`src/rtl/cq_pkg.sv`:
```
package cq_pkg;
  localparam int ENTRY_W = 128;

  typedef struct packed {
    logic [14:0] status;
    logic        phase;
    logic [15:0] cid;
    logic [15:0] sqid;
    logic [15:0] sqhead;
    logic [31:0] rsvd;
    logic [31:0] result;
  } cq_entry_t;
endpackage

```
`src/rtl/cq_ring_ptr.sv`:
```
module cq_ring_ptr #(
  parameter int QIDX_W = 11,
  parameter int HEAD_W = 16
) (
  input  logic              clk_i,
  input  logic              rst_ni,
  input  logic              create_i,
  input  logic [QIDX_W-1:0] size_field_i,
  input  logic              head_wr_i,
  input  logic [HEAD_W-1:0] head_val_i,
  input  logic              post_i,
  output logic [QIDX_W-1:0] tail_o,
  output logic              phase_o,
  output logic              full_o,
  output logic              active_o
);
  localparam int CNT_W = QIDX_W + 1;

  logic [CNT_W-1:0]  size_q;
  logic [QIDX_W-1:0] head_q, tail_q;
  logic              phase_q, active_q;
  logic [CNT_W-1:0]  tail_inc;
  logic              wrap;
  logic [QIDX_W-1:0] tail_next;
  logic              head_ok;

  assign tail_inc  = {1'b0, tail_q} + CNT_W'(1);
  assign wrap      = (tail_inc == size_q);
  assign tail_next = wrap ? '0 : tail_inc[QIDX_W-1:0];
  assign head_ok   = 32'(head_val_i) < 32'(size_q);

  always_ff @(posedge clk_i or negedge rst_ni) begin
    if (!rst_ni) begin
      size_q   <= '0;
      head_q   <= '0;
      tail_q   <= '0;
      phase_q  <= 1'b0;
      active_q <= 1'b0;
    end else if (create_i) begin
      size_q   <= {1'b0, size_field_i} + CNT_W'(1);
      head_q   <= '0;
      tail_q   <= '0;
      phase_q  <= 1'b1;
      active_q <= 1'b1;
    end else begin
      if (head_wr_i && active_q && head_ok) head_q <= head_val_i[QIDX_W-1:0];
      if (post_i) begin
        tail_q <= tail_next;
        if (wrap) phase_q <= ~phase_q;
      end
    end
  end

  assign tail_o   = tail_q;
  assign phase_o  = phase_q;
  assign full_o   = active_q && (tail_next == head_q);
  assign active_o = active_q;

  assert_wrap_R3: assert property (@(posedge clk_i) disable iff (!rst_ni)
    (post_i && wrap && !create_i) |=> (tail_q == '0) && (phase_q != $past(phase_q)));

  assert_tail_range_R3: assert property (@(posedge clk_i) disable iff (!rst_ni)
    active_q |-> ({1'b0, tail_q} < size_q));

  assert_head_ignore_R7: assert property (@(posedge clk_i) disable iff (!rst_ni)
    (active_q && head_wr_i && !head_ok && !create_i) |=> $stable(head_q));

  assert_no_post_full_R6: assert property (@(posedge clk_i) disable iff (!rst_ni)
    post_i |-> (active_q && !full_o));
endmodule

```
`src/rtl/cq_entry_build.sv`:
```
module cq_entry_build #(
  parameter int ADDR_W = 32,
  parameter int QIDX_W = 11
) (
  input  logic [ADDR_W-1:0]     base_i,
  input  logic [3:0]            shift_i,
  input  logic [QIDX_W-1:0]     tail_i,
  input  logic                  phase_i,
  input  logic [15:0]           cid_i,
  input  logic [14:0]           status_i,
  input  logic [31:0]           result_i,
  input  logic [15:0]           sqid_i,
  input  logic [15:0]           sqhead_i,
  output logic [ADDR_W-1:0]     addr_o,
  output cq_pkg::cq_entry_t     entry_o
);
  assign addr_o = base_i + (ADDR_W'(tail_i) << shift_i);

  always_comb begin
    entry_o        = '0;
    entry_o.status = status_i;
    entry_o.phase  = phase_i;
    entry_o.cid    = cid_i;
    entry_o.sqid   = sqid_i;
    entry_o.sqhead = sqhead_i;
    entry_o.result = result_i;
  end
endmodule

```
`src/rtl/cq_irq_gen.sv`:
```
module cq_irq_gen (
  input  logic clk_i,
  input  logic rst_ni,
  input  logic irq_en_i,
  input  logic wr_done_i,
  input  logic post_i,
  output logic irq_o
);
  // fire only when the run of postings has ended
  always_ff @(posedge clk_i or negedge rst_ni) begin
    if (!rst_ni) irq_o <= 1'b0;
    else         irq_o <= irq_en_i && wr_done_i && !post_i;
  end
endmodule

```
`src/rtl/cq_poster.sv`:
```
module cq_poster #(
  parameter int ADDR_W = 32,
  parameter int QIDX_W = 11,
  parameter int HEAD_W = 16
) (
  input  logic                     clk_i,
  input  logic                     rst_ni,
  input  logic                     create_i,
  input  logic [QIDX_W-1:0]        size_field_i,
  input  logic [ADDR_W-1:0]        base_addr_i,
  input  logic [3:0]               entry_shift_i,
  input  logic                     irq_en_i,
  input  logic                     head_wr_i,
  input  logic [HEAD_W-1:0]        head_val_i,
  input  logic                     cpl_valid_i,
  output logic                     cpl_ready_o,
  input  logic [15:0]              cpl_cid_i,
  input  logic [14:0]              cpl_status_i,
  input  logic [31:0]              cpl_result_i,
  input  logic [15:0]              cpl_sqid_i,
  input  logic [15:0]              cpl_sqhead_i,
  output logic                     wr_valid_o,
  input  logic                     wr_ready_i,
  output logic [ADDR_W-1:0]        wr_addr_o,
  output logic [cq_pkg::ENTRY_W-1:0] wr_data_o,
  output logic                     irq_o
);
  logic [ADDR_W-1:0] base_q;
  logic [3:0]        shift_q;
  logic              irq_en_q;

  logic [QIDX_W-1:0] tail;
  logic              phase, full, active, post, wr_done;
  logic [ADDR_W-1:0] nxt_addr;
  cq_pkg::cq_entry_t nxt_entry;

  always_ff @(posedge clk_i or negedge rst_ni) begin
    if (!rst_ni) begin
      base_q   <= '0;
      shift_q  <= '0;
      irq_en_q <= 1'b0;
    end else if (create_i) begin
      base_q   <= base_addr_i;
      shift_q  <= entry_shift_i;
      irq_en_q <= irq_en_i;
    end
  end

  assign cpl_ready_o = active && !full && !create_i && (!wr_valid_o || wr_ready_i);
  assign post        = cpl_valid_i && cpl_ready_o;
  assign wr_done     = wr_valid_o && wr_ready_i;

  cq_ring_ptr #(.QIDX_W(QIDX_W), .HEAD_W(HEAD_W)) u_ptr (
    .clk_i, .rst_ni, .create_i, .size_field_i, .head_wr_i, .head_val_i,
    .post_i(post), .tail_o(tail), .phase_o(phase), .full_o(full), .active_o(active)
  );

  cq_entry_build #(.ADDR_W(ADDR_W), .QIDX_W(QIDX_W)) u_build (
    .base_i(base_q), .shift_i(shift_q), .tail_i(tail), .phase_i(phase),
    .cid_i(cpl_cid_i), .status_i(cpl_status_i), .result_i(cpl_result_i),
    .sqid_i(cpl_sqid_i), .sqhead_i(cpl_sqhead_i),
    .addr_o(nxt_addr), .entry_o(nxt_entry)
  );

  always_ff @(posedge clk_i or negedge rst_ni) begin
    if (!rst_ni) begin
      wr_valid_o <= 1'b0;
      wr_addr_o  <= '0;
      wr_data_o  <= '0;
    end else if (post) begin
      wr_valid_o <= 1'b1;
      wr_addr_o  <= nxt_addr;
      wr_data_o  <= nxt_entry;
    end else if (wr_ready_i) begin
      wr_valid_o <= 1'b0;
    end
  end

  cq_irq_gen u_irq (
    .clk_i, .rst_ni, .irq_en_i(irq_en_q), .wr_done_i(wr_done), .post_i(post), .irq_o
  );

  assert_hold_R8: assert property (@(posedge clk_i) disable iff (!rst_ni)
    (wr_valid_o && !wr_ready_i) |=> wr_valid_o && $stable(wr_addr_o) && $stable(wr_data_o));

  assert_irq_cause_R9: assert property (@(posedge clk_i) disable iff (!rst_ni)
    irq_o |-> irq_en_q && $past(wr_valid_o && wr_ready_i));

  assert_irq_pulse_R9: assert property (@(posedge clk_i) disable iff (!rst_ni)
    irq_o |=> !irq_o);

  assert_idle_R1: assert property (@(posedge clk_i) disable iff (!rst_ni)
    !active |-> !cpl_ready_o);
endmodule

```
`config.mk`:
```
export PLATFORM = sky130hd
export DESIGN_NAME = cq_poster
export DESIGN_NICKNAME = d
export VERILOG_FILES = /design/src/rtl/cq_pkg.sv /design/src/rtl/cq_ring_ptr.sv /design/src/rtl/cq_entry_build.sv /design/src/rtl/cq_irq_gen.sv /design/src/rtl/cq_poster.sv
export SDC_FILE = /design/constraint.sdc
export NUM_CORES = 1
export LEC_CHECK = 0
export BUFFER_PORTS_ARGS = -buffer_cell sky130_fd_sc_hd__buf_2
export CORE_AREA = 2 2 171 157
export CTS_BUF_LIST = sky130_fd_sc_hd__clkbuf_2
export DETAILED_ROUTE_END_ITERATION = 12
export DIE_AREA = 0 0 173 159
export GPL_ROUTABILITY_DRIVEN = 0
export PLACE_DENSITY = 0.67
export SETUP_SLACK_MARGIN = 0.5
export SYNTH_ARGS = -nofsm -noshare
export SYNTH_HDL_FRONTEND = slang
export SYNTH_SLANG_ARGS = --single-unit
```
`constraint.sdc`:
```
create_clock -name clk_i -period 7.1 [get_ports clk_i]
set_input_delay 1.065 -clock clk_i [delete_from_list [all_inputs] [get_ports clk_i]]
set_output_delay 1.065 -clock clk_i [all_outputs]
set_load 0.005 [all_outputs]
```
* After elaboration in Yosys (flattened, before gate mapping)
Cells that the tools add are included.
Widths: inputs -> output; s select.
** Storage, ports and cells
- Bits in registers :: 203
- Bits of input ports :: 165
- Output and inout bits :: 163
- Logic and storage cells :: 50
** Operators by class
- Add/subtract/negate cells :: 3
- $lt $le $gt $ge :: 1
- Eq/ne operators :: 2
- Shifts and indexed selects :: 1
- Mux-type cells :: 10
- Bitwise logic cells :: 1
- Reduce and logical (&&, ||, !) cells :: 20
** Operators by type and width (count)
- $mux 11 :: 5
- $add 32x32->32 :: 1
- $shl 11x4->32 :: 1
- $add 11x1->12 const B :: 2
- $lt 16x12->1 :: 1
- $eq 12x12->1 :: 1
- $eq 11x11->1 :: 1
- $logic_and 1x1->1 :: 10
- $reduce_bool 2->1 :: 4
- $mux 1 :: 5
- $logic_not 1->1 :: 4
- $reduce_and 2->1 :: 1
- $logic_or 1x1->1 :: 1
- $not 1->1 :: 1

* Longest topological paths before layout
Gate-level depths: netlist (run 1).
- Depth after elaboration :: 12
- Mapped depth :: 20
- Mapped depth without buffers :: 19

* Modules after synthesis
From an unflattened synthesis (run 1), not the netlist that was laid out.
** Second synthesis, totals
- Cells, all modules :: 1197
- Area, all modules :: 13337.8 µm²
** Modules (own cells, without submodules)
- cq_poster :: times used 1, cells each 423, area an instance 7385.8 µm², sequential area each 4954.8 µm²
- cq_entry_build :: times used 1, cells each 466, area an instance 3218.1 µm², sequential area each 0.0 µm²
- cq_ring_ptr :: times used 1, cells each 306, area an instance 2700.1 µm², sequential area each 900.9 µm²
- cq_irq_gen :: times used 1, cells each 2, area an instance 33.8 µm², sequential area each 25.0 µm²

* Worst setup path before layout (run 1)
OpenSTA, ideal clock, no wires.
- Path kind :: reg-to-reg
- Start :: reg shift_q[1]
- End :: reg wr_addr_o[28]
- Setup time :: 0.083 ns
- Arrival :: 3.922 ns
- Setup slack :: 3.095 ns
- Stages on the path, launching flop included :: 18
- Path buffers :: 2
- Clock period less this slack :: 4.005 ns
- Cell sequence :: dfrtp_1 > clkbuf_1 > clkbuf_1 > inv_1 > a31oi_1 > nor3_1 > ha_1 > nor2b_1 > o21ai_0 > a21boi_0 > o31a_1 > nor3b_1 > o21ai_0 > a41o_1 > o41ai_1 > nor2_1 > xnor2_1 > o21ai_0
** Between the ends
- Word-level cells in the longest chain between the ends :: 2
** RTL lines
- start, declared :: line cq_poster.sv:29 : logic [3:0] shift_q;
- start signal, assigned :: line cq_poster.sv:44 : shift_q <= entry_shift_i;
- $shl 11x4->32 :: line cq_entry_build.sv:17 : assign addr_o = base_i + (ADDR_W'(tail_i) << shift_i);
- $add 32x32->32 :: line cq_entry_build.sv:17
- end signal, assigned :: line cq_poster.sv:72 : wr_addr_o <= nxt_addr;
- end, declared :: line cq_poster.sv:24 : output logic [ADDR_W-1:0] wr_addr_o,
Every way passes these cells.
A chain may end at the register's enable or synchronous reset.

* Worst setup path in the final report (run 1)
- Start :: reg u_ptr.tail_q[1] (netlist: u_ptr.tail_o[1])
- End :: out cpl_ready_o
** Between the ends
- Word-level cells in the longest chain between the ends :: 9
** RTL lines
- start, declared :: line cq_ring_ptr.sv:20 : logic [QIDX_W-1:0] head_q, tail_q;
- start signal, assigned :: line cq_ring_ptr.sv:48 : tail_q <= tail_next;
- $add 11x1->12 * :: line cq_ring_ptr.sv:27 : assign tail_inc = {1'b0, tail_q} + CNT_W'(1);
- $eq 12x12->1 :: line cq_ring_ptr.sv:28 : assign wrap = (tail_inc == size_q);
- $mux 11 * :: line cq_ring_ptr.sv:29 : assign tail_next = wrap ? '0 : tail_inc[QIDX_W-1:0];
- $eq 11x11->1 * :: line cq_ring_ptr.sv:56 : assign full_o = active_q && (tail_next == head_q);
- $logic_and 1x1->1 * :: line cq_ring_ptr.sv:56
- $logic_not 1->1 * :: line cq_poster.sv:49 : assign cpl_ready_o = active && !full && !create_i && (!wr_valid_o || wr_ready_i);
- $logic_and 1x1->1 * (3 in series) :: line cq_poster.sv:49
- end, declared :: line cq_poster.sv:16 : output logic cpl_ready_o,
Every way passes the cells marked *; elsewhere a longest branch is shown, timed or not.

==> metrics, run 1 <==
status finished, final reports clean; flop-to-flop setup slack 2.29 ns; maximum count of clock buffers along a single path 3; utilization of the core after routing 50.4%; Final Net Count 1,509; f_max 0.180 GHz; count of standard-cell rows 56; Max-cap violations 0; number of top-level design ports 328; final number of setup-violating endpoints 0; Crit path arrival time 4.49 ns; post-route ant nets 0; all-layer global routing usage 20.2%; estimated wirelength of the detail-placed design 21.0 mm; leakage power 0.00653 uW; Peak VDD IR 0.101 mV; Int Pwr 2150 uW; detailed-route wire length per cell 16.6 um; cell count of the worst reg-to-reg path 16; Power per Cell Area 248 nW/um2; setup TNS 0 ns; Num CTS Buffers 52; CTS tree done; share of layout cells above drive strength 1 32.3%; met1 routing resource usage after global routing 26.2%; start-to-end type of the worst setup path reg -> out; power share of the sequential group 49.2%; Synth cell types 64; most common library cell in the layout ignoring fill and taps buf_2; port buffer count 295; commonest cells after routing, fill and taps aside buf_2, dfrtp_1, mux2_1, nand2_1, clkbuf_2; Avg Vias per Cell 5.01; required time worst endpoint 6.03 ns; destination of the worst register-to-register timing path wr_addr_o[28]; fraction of power spent switching nets 33.1%; routing usage on met2 33.8%; clock share of power 23.8%; wirelength, routed 27.9 mm; vias in the first global route 8,384; Setup Skew 0.105 ns; GRT Max-Usage Layer met2; fraction of the cycle the final worst path needs 78.3%; critical path startpoint category flop; post-detailed-route DRC marker count 0; slew margin rel. 36.7%; depth of the CTS H-tree 2; number of enable flip-flop cells after synthesis 0; Initial Utilization 42.5%; growth of design area from synthesis to finish 18.5%; YS warnings 0; relative contribution of combinational cells to total power 27.0%; Critical Path Sink Type primary output; via count 8,440; kind of path behind the tightest hold check in -> async; die area 27,500 um2; pin count of the biggest net entering global routing 134; net switching power of the design 1060 uW; global route overflow 0; number of fillers in the final layout 2,465; number of resized instances in the post-cts repair step 0; clock-pin slew reported for the worst setup and hold paths after clock tree synthesis 0.11 ns; most used flip-flop cell after synthesis dfrtp_1; slew at the pin with the worst max-slew slack 0.950 ns; unrepaired setup endpoints after global routing no; Async S/R FF share, synth 100%; Syn Inst Count 1,000; Die Ht 159 um; wire length of the first global-routing pass 44.9 mm; die boundary width 173 um; # hold bufs at CTS 0; total iterations of the first detailed-routing run 4; met3 layer usage reported by global route 4.51%; sequential area share after synthesis 46.6%; number of hold-slack violations in the final timing report 0; postcts setup bufs 0; mean instance size in the synthesized netlist 10.9 um2; Post-Syn Area 10,900 um2; Max Fanout on Critical Path 7; core box area 25,600 um2; clock tree sinks 203; number of register bits inferred by synthesis 203; Period minus WS final 5.56 ns; Slew Viols, Final 0; clock tree root buffer cell clkbuf_2; Iteration-0 DRC Markers 457; antenna violations before repair 3; Worst-Skew Late Latency 0.85 ns; startpoint of the most critical register-to-register path shift_q[1]
==> cell families (layout without fill, tap and decap cells) <==
family / count (synthesis) / after routing / share of synthesized area, %
compound gates: 183 / 183 / 10.4
xor+xnor: 62 / 62 / 5.69
fa+ha+maj: 40 / 40 / 4.66
buf+inv: 112 / 416 / 5.80
flops: 203 / 203 / 46.6
mux: 157 / 157 / 16.3
other cells: 1 / 35 / 0.0344
simple gates: 242 / 242 / 10.5
==> through the flow <==
| step | cells | worst slack, ns | instance area (um2) | hold slack, ns | total power, uW |
|---|---|---|---|---|---|
| 2_1_floorplan | 1031 | 3.10 | 11000 | 0.452 | 2030 |
| 3_3_place_gp | 1598 | 2.40 | 12500 | 0.459 | 2450 |
| 3_5_place_dp | 1598 | 2.33 | 12500 | 0.469 | 2480 |
| 4_1_cts | 1683 | 1.51 | 12900 | 0.167 | 3270 |
| 5_1_grt | 1686 | 1.17 | 12900 | 0.193 | 3440 |
| 6_report | 1686 | 1.54 | 12900 | 0.234 | 3200 |
==> registers in the layout (all words and copies together), names as in the netlist <==
name,flops
wr_data_o,96
base_q,32
wr_addr_o,32
u_ptr.size_q,12
u_ptr.head_q,11
u_ptr.tail_o,11
shift_q,4
irq_en_q,1
u_irq.irq_o,1
u_ptr.active_o,1
u_ptr.phase_o,1
wr_valid_o,1
==> critical path, cell delays in order (launching register included) <==
cell and delay [ns]:
dfrtp_1 0.55, ha_1 0.36, nand3_1 0.24, nor3_1 0.56, xnor3_1 0.28, nand4_1 0.09, nor3_1 0.65, a2111oi_0 0.17
o22ai_1 0.40, nor3_1 0.10, nor2b_1 0.12, buf_2 0.13
==> synth_stat cells (all sizes together) (12+ instances only) <==
cell / count / area [um2]
mux2: 133 / 1500
ha: 39 / 488
nor2: 55 / 206
clkbuf: 27 / 101
dfrtp: 203 / 5080
xor2: 23 / 201
nand2: 87 / 327
xnor2: 34 / 305
mux2i: 21 / 210
buf: 55 / 419
a21oi: 36 / 180
and3: 12 / 80.1
nand3: 17 / 85.1
nor3: 19 / 95.1
a21o: 27 / 203
inv: 29 / 109
o21ai: 72 / 360
==> layer usage <==
metal | up-vias | part of all wire, %
li1 | 4091 | -
met1 | 4049 | 44
met2 | 256 | 49
met3 | 40 | 5.5
met4 | 4 | 1.8
met5 | - | 0.093
==> worst max-delay path by stage <==
stage	from	to	slack [ns]	cells after the start
3_3_place_gp	shift_q[1]	wr_addr_o[28]	2.40	17
2_1_floorplan	shift_q[1]	wr_addr_o[28]	3.10	17
6_report	u_ptr.tail_o[1]	cpl_ready_o	1.54	11
5_1_grt	u_ptr.tail_o[0]	cpl_ready_o	1.17	11
4_1_cts	u_ptr.tail_o[1]	cpl_ready_o	1.51	11
3_5_place_dp	shift_q[1]	wr_addr_o[28]	2.33	16
==> power groups by stage <==
stage	clock [uW]	combinational (uW)	sequential (uW)
global placement	0	864	1590
detailed placement	0	879	1600
global route	866	955	1610
finish	763	864	1580
CTS	804	882	1580
floorplan	0	438	1590
==> area by class of cell <==
| class | instances | area, um2 | share of cell area (%) |
|---|---|---|---|
| Timing Repair Buffer | 301 | 1540 | 11.9 |
| Sequential cell | 203 | 5080 | 39.3 |
| Tap cell | 348 | 435 | 3.37 |
| Clock buffer | 80 | 400 | 3.10 |
| Inverter | 30 | 113 | 0.871 |
| Clock inverter | 5 | 32.5 | 0.252 |
| Antenna cell | 3 | 7.51 | 0.0581 |
| Multi-Input combinational cell | 716 | 5310 | 41.1 |
Note: power is estimated with default switching activity, not from simulation.
==> run 2, diff against run 1 <==
--- a/config.mk
+++ b/config.mk
@@ -5,11 +5,12 @@
 export SDC_FILE = /design/constraint.sdc
 export NUM_CORES = 1
 export LEC_CHECK = 0
+export ABC_AREA = 1
 export BUFFER_PORTS_ARGS = -buffer_cell sky130_fd_sc_hd__buf_2
-export CORE_AREA = 2 2 171 157
+export CORE_AREA = 2 2 172 157
 export CTS_BUF_LIST = sky130_fd_sc_hd__clkbuf_2
 export DETAILED_ROUTE_END_ITERATION = 12
-export DIE_AREA = 0 0 173 159
+export DIE_AREA = 0 0 174 159
 export GPL_ROUTABILITY_DRIVEN = 0
 export PLACE_DENSITY = 0.67
 export SETUP_SLACK_MARGIN = 0.5
==> constraint.sdc (replaced) <==
create_clock -name clk_i -period 5.3 [get_ports clk_i]
set_input_delay 0.795 -clock clk_i [delete_from_list [all_inputs] [get_ports clk_i]]
set_output_delay 0.795 -clock clk_i [all_outputs]
set_load 0.005 [all_outputs]
==> run 2 against run 1 <==
Compared with the run above:
- clock power rose by 47%
- hold slack got worse by 0.082 ns
- non-clock buffer count unchanged
- wire length is 13% higher
- sequential power increased by 22%
- worst setup slack worse by 0.53 ns
==> metrics, run 2 <==
Die Ht 159 um; status finished, final reports clean; fraction of the cycle the final worst path needs 80.8%; Critical Path Sink Type primary output; sequential area share after synthesis 46.2%; maximum count of clock buffers along a single path 3; number of register bits inferred by synthesis 203; via count 10,212; power share of the sequential group 47.9%; clock tree sinks 203; clock-pin slew reported for the worst setup and hold paths after clock tree synthesis 0.10 ns; postcts setup bufs 0; depth of the CTS H-tree 2; detailed-route wire length per cell 14.9 um; critical path startpoint category flop; die area 27,700 um2; largest registers wr_data_o: 96 flops, base_q: 32 flops, wr_addr_o: 32 flops; Crit path arrival time 3.49 ns; flop-to-flop setup slack 1.10 ns; cells taking the most area after synthesis dfrtp_1, nand2_1, o21ai_0; area share of the largest cell type after synthesis 46.2%; fraction of power spent switching nets 33.4%; CTS tree done; routing usage on met2 35.5%; Avg Vias per Cell 4.80; growth of design area from synthesis to finish 19.0%; Setup WS pre-CTS 1.01 ns; port buffer count 295; min setup slack post-route 1.02 ns; Max-cap violations 0; Final Net Count 1,948; number of enable flip-flop cells after synthesis 0; most common library cell in the layout ignoring fill and taps nand2_1; slew margin rel. 45.5%; number of top-level design ports 328; total power consumption of the routed design 4010 uW; die boundary width 174 um; Period minus WS final 4.28 ns; slew at the pin with the worst max-slew slack 0.817 ns; Initial Utilization 42.6%; count of standard-cell rows 56; clock share of power 28.0%; leakage power 0.00739 uW; unrepaired setup endpoints after global routing no; Async S/R FF share, synth 100%; Setup Skew 0.0536 ns; commonest cells after routing, fill and taps aside nand2_1, buf_2, dfrtp_1, inv_1, o21ai_0; global route overflow 0; mean instance size in the synthesized netlist 7.61 um2; relative contribution of combinational cells to total power 24.1%; number of flip-flops in the largest register 96; Post-Syn Area 11,000 um2; net switching power of the design 1340 uW; core box area 25,800 um2; Num CTS Buffers 54; Slew Viols, Final 0; Int Pwr 2670 uW; required time worst endpoint 4.51 ns; total iterations of the first detailed-routing run 5; YS warnings 0; number of hold-slack violations in the final timing report 0; end of the critical path cpl_ready_o; Power per Cell Area 307 nW/um2; share of layout cells above drive strength 1 22.1%; met1 routing resource usage after global routing 31.0%; Synth area leader dfrtp_1; estimated wirelength of the detail-placed design 23.4 mm; most used flip-flop cell after synthesis dfrtp_1; antenna violations before repair 1; setup TNS 0 ns; Most flops, register wr_data_o; Peak VDD IR 0.115 mV; Max Fanout on Critical Path 34; all-layer global routing usage 22.6%; cell count of the worst reg-to-reg path 18; number of fillers in the final layout 2,611; f_max 0.233 GHz; utilization of the core after routing 50.7%; vias in the first global route 9,773; Synth cell types 44; GRT Max-Usage Layer met2; post-detailed-route DRC marker count 0; pin count of the biggest net entering global routing 163; wire length of the first global-routing pass 50.5 mm; Syn Inst Count 1,443; start-to-end type of the worst setup path reg -> out; Iteration-0 DRC Markers 788; clock tree root buffer cell clkbuf_2; final number of setup-violating endpoints 0; destination of the worst register-to-register timing path wr_addr_o[22]; post-route ant nets 0; startpoint of the most critical register-to-register path shift_q[0]; Hold Path Depth 3; leading cell type by number of instances after synthesis nand2_1; kind of path behind the tightest hold check in -> reg; wirelength, routed 31.6 mm; launch point of the critical path u_ptr.tail_o[0]; met3 layer usage reported by global route 4.70%; top cell types by occurrence after synthesis nand2_1, dfrtp_1, inv_1; Worst-Skew Late Latency 0.83 ns; Post-Route Hold Slack 0.152 ns
==> run 2: power groups by stage <==
| stage | Clock (uW) | Sequential, uW | Combinational [uW] |
|---|---|---|---|
| final | 1120 | 1920 | 969 |
| after global routing | 1260 | 1950 | 1100 |
| after CTS | 1180 | 1920 | 976 |
| after detailed placement | 0 | 1950 | 969 |
| after global placement | 0 | 1940 | 955 |
| after floorplan | 0 | 1950 | 525 |
==> run 2: layout make-up <==
cell class / count / area, um2 / share of cell area (%)
well taps: 348 / 435 / 3.33
multi-input cells: 1077 / 5100 / 39.0
clock buffers: 78 / 390 / 2.99
inverters: 106 / 399 / 3.05
diodes: 1 / 2.50 / 0.0191
repair buffers: 301 / 1570 / 12.0
clock inverters: 12 / 103 / 0.785
flip-flops and latches: 203 / 5080 / 38.8
==> run 2: worst max-delay path, stage by stage, from the launching register on <==
cell      delay [ns]
dfrtp_1         0.49
ha_1            0.22
nand2_2         0.11
nor2_1          0.17
nand2_1         0.07
nand2_1         0.08
nand2_1         0.12
nand2_1         0.09
nand3b_1        0.07
nor2_1          0.18
nand2_4         0.24
nand2_1         0.12
nand2_1         0.06
nand2_1         0.06
nand2_1         0.05
nor2_1          0.14
nand3_2         0.13
and2_1          0.15
buf_2           0.13
==> run 2: per-layer routing <==
layer | up-vias | routed length [um]
met3 | 64 | 2110
met4 | 0 | 859
met2 | 361 | 14200
li1 | 5140 | -
met5 | - | 0
met1 | 4647 | 14400
==> run 2: kinds of logic (layout without fill, tap and decap cells) <==
| group | Yosys count | count (layout) | share of synthesized area (%) |
|---|---|---|---|
| XOR/XNOR | 35 | 35 | 2.79 |
| adder cells (fa/ha/maj) | 40 | 40 | 4.62 |
| other | 1 | 33 | 0.0341 |
| buffers and inverters | 194 | 497 | 8.46 |
| AND/OR/NAND/NOR | 794 | 794 | 29.0 |
| flip-flops | 203 | 203 | 46.2 |
| multiplexers | 7 | 7 | 0.638 |
| AO/OA/AOI/OAI | 169 | 169 | 8.24 |
==> run 2: how the worst min path moves through the flow <==
stage	startpoint	endpoint	slack [ns]
final	cpl_result_i[12]	wr_data_o[12]	0.15
after global routing	cpl_cid_i[11]	wr_data_o[107]	0.05
after CTS	cpl_sqhead_i[12]	wr_data_o[76]	0.03
after detailed placement	wr_data_o[23]	wr_data_o[23]	0.46
after global placement	wr_data_o[64]	wr_data_o[64]	0.46
after floorplan	irq_en_q	irq_en_q	0.44
==> run 2: what timing repair did <==
| item | CTS | global route |
|---|---|---|
| endpoints found under the hold margin | 1 | 0 |
| gates resized for setup | 0 | 2 |
| hold buffers | 1 | 0 |
| endpoints found under the setup margin | 0 | 2 |
==> run 2: metrics by stage <==
step / area, um2 / cells
2_1_floorplan: 11100 / 1474
3_3_place_gp: 12600 / 2034
3_5_place_dp: 12600 / 2034
4_1_cts: 13100 / 2125
5_1_grt: 13100 / 2126
6_report: 13100 / 2126
==> run 3, diff against run 2 <==
==> constraint.sdc (replaced) <==
create_clock -name clk_i -period 4.2 [get_ports clk_i]
set_input_delay 0.63 -clock clk_i [delete_from_list [all_inputs] [get_ports clk_i]]
set_output_delay 0.63 -clock clk_i [all_outputs]
set_load 0.005 [all_outputs]
==> run 3 against run 2 <==
Compared with the run above:
- utilization increased by 6.9 points
- global-route usage grew 1.8 points
- via count grew 9.7%
- total power rose by 32%
- die area stayed put
- worst setup slack lost 0.62 ns
- final area rose by 14%
- final cell count grew 8.0%
- critical path type unchanged
- sequential share of layout area decreased by 4.6 points
- sequential cell count did not move
==> metrics, run 3 (synthesis results as in run 2) <==
status finished, final reports clean; Slew Viols, Final 0; slew at the pin with the worst max-slew slack 1.00 ns; Worst-Skew Late Latency 0.83 ns; core box area 25,800 um2; number of flip-flops in the largest register 96; share of layout cells above drive strength 1 24.3%; Iteration-0 DRC Markers 913; clock tree sinks 203; CTS tree done; number of fillers in the final layout 2,332; Setup WS pre-CTS 0.249 ns; port buffer count 295; Period minus WS final 3.81 ns; largest registers wr_data_o: 96 flops, base_q: 32 flops, wr_addr_o: 32 flops; critical path startpoint category flop; Power per Cell Area 355 nW/um2; Crit path arrival time 3.18 ns; Peak VDD IR 0.132 mV; global route overflow 0; Num CTS Buffers 56; f_max 0.263 GHz; Max-cap violations 0; count of standard-cell rows 56; post-route design area 14,900 um2; fraction of the cycle the final worst path needs 90.6%; estimated wirelength of the detail-placed design 23.2 mm; Critical Path Sink Type primary output; startpoint of the most critical register-to-register path u_ptr.tail_o[1]; slew margin rel. 33.1%; start-to-end type of the worst setup path reg -> out; commonest cells after routing, fill and taps aside nand2_1, buf_2, dfrtp_1, dlygate4sd3_1, inv_1; Final Net Count 2,112; total power consumption of the routed design 5280 uW; post-route ant nets 0; Worst Min Path Start head_val_i[3]; Post-Route Hold Slack 0.0870 ns; wire length of the first global-routing pass 55.1 mm; clock-pin slew reported for the worst setup and hold paths after clock tree synthesis 0.10 ns; Area after DPL 12,600 um2; antenna violations before repair 2; total iterations of the first detailed-routing run 7; vias in the first global route 10,800; Initial Utilization 42.6%; final number of setup-violating endpoints 0; launch point of the critical path u_ptr.tail_o[1]; maximum count of clock buffers along a single path 3; clock tree root buffer cell clkbuf_2; wirelength, routed 34.4 mm; required time worst endpoint 3.57 ns; pin count of the biggest net entering global routing 150; unrepaired setup endpoints after global routing yes; number of top-level design ports 328; Most flops, register wr_data_o; Avg Vias per Cell 4.88; setup TNS 0 ns; growth of design area from synthesis to finish 35.4%; die boundary width 174 um; Die Ht 159 um; die area 27,700 um2; number of hold-slack violations in the final timing report 0; via count 11,202; depth of the CTS H-tree 2; post-detailed-route DRC marker count 0; kind of path behind the tightest hold check in -> reg; leakage power 0.00813 uW; all-layer global routing usage 24.3%; detailed-route wire length per cell 15.0 um; Setup Skew 0.0554 ns; min setup slack post-route 0.393 ns; Max Fanout on Critical Path 5; most common library cell in the layout ignoring fill and taps nand2_1
==> run 3: cell types whose count changed in the layout (fill, tap and decap cells not counted), moves of 5 or more <==
cell           before  now
dlygate4sd3_1       1  135
buf_4               2   22
nand2_1           620  612
o21ai_0           101   93
dfrtp_1           203  196
dfrtp_2             0    7
clkbuf_2           78   84
nand3_1            75   69
nand3_2             1    7
nor2_1             63   57
nand2_2             2    7
nor2_4              2    7
==> run 3: cell type report <==
cell class | count | area [um2] | area share, %
clock buffers | 84 | 420 | 2.83
repair buffers | 458 | 3100 | 20.8
clock inverters | 14 | 90.1 | 0.606
inverters | 106 | 399 | 2.68
diodes | 2 | 5.00 | 0.0337
flip-flops and latches | 203 | 5090 | 34.2
multi-input cells | 1082 | 5330 | 35.9
well taps | 348 | 435 | 2.93
==> run 3: path summary, 6_finish.rpt <==
| kind | to | slack [ns] | cells past startpoint |
|---|---|---|---|
| max in group asynchronous | u_ptr.tail_o[5] | 2.87 | 3 |
| hold reg to reg | wr_data_o[92] | 0.48 | 2 |
| setup / recovery | cpl_ready_o | 0.39 | 16 |
| hold / removal | u_ptr.head_q[3] | 0.09 | 3 |
| min in group asynchronous | base_q[6] | 0.48 | 2 |
| setup reg to reg | wr_data_o[79] | 0.76 | 20 |
==> run 3: per-layer routing <==
| metal | part of all wire (%) | vias to the layer above | wire length (um) | track usage, % |
|---|---|---|---|---|
| met1 | 43 | 5159 | 14900 | 32.3 |
| met2 | 46 | 471 | 15800 | 39.0 |
| met5 | 0 | - | 0 | 0 |
| met3 | 7.2 | 90 | 2490 | 5.54 |
| li1 | - | 5482 | - | - |
| met4 | 3.3 | 0 | 1150 | 9.24 |
==> run 3: critical path, stage by stage (launching register included) <==
cell and delay, ns:
dfrtp_1 0.41, buf_6 0.13, ha_4 0.17, or2_4 0.24, nand2_4 0.08, xor2_1 0.13, nand3_1 0.12, nor2_4 0.25
nand2_4 0.12, nand2_1 0.07, nand2_1 0.04, nand2_1 0.06, nand3_2 0.08, nor2_2 0.12, nand3_2 0.09, and2_1 0.14
buf_2 0.13
==> run 3: what timing repair did <==
action,CTS,global route
setup buffers,12,6
pin swaps,19,17
resized for setup,42,33
gates cloned,4,1
endpoints found under the hold margin,249,0
hold buffers,135,0
endpoints found under the setup margin,44,13
==> run 3: through the flow <==
| stage | util, % | cells |
|---|---|---|
| finish | 57.7 | 2297 |
| detailed placement | 48.9 | 2039 |
| global placement | 48.9 | 2039 |
| floorplan | - | 1474 |
| CTS | 57.1 | 2288 |
| global route | 57.7 | 2297 |
==> run 3: where the power goes <==
group / internal (uW) / leakage, uW / switching [uW]
registers: 2250 / 0.00252 / 173
logic: 623 / 0.00522 / 791
clock network: 596 / 0.000390 / 850
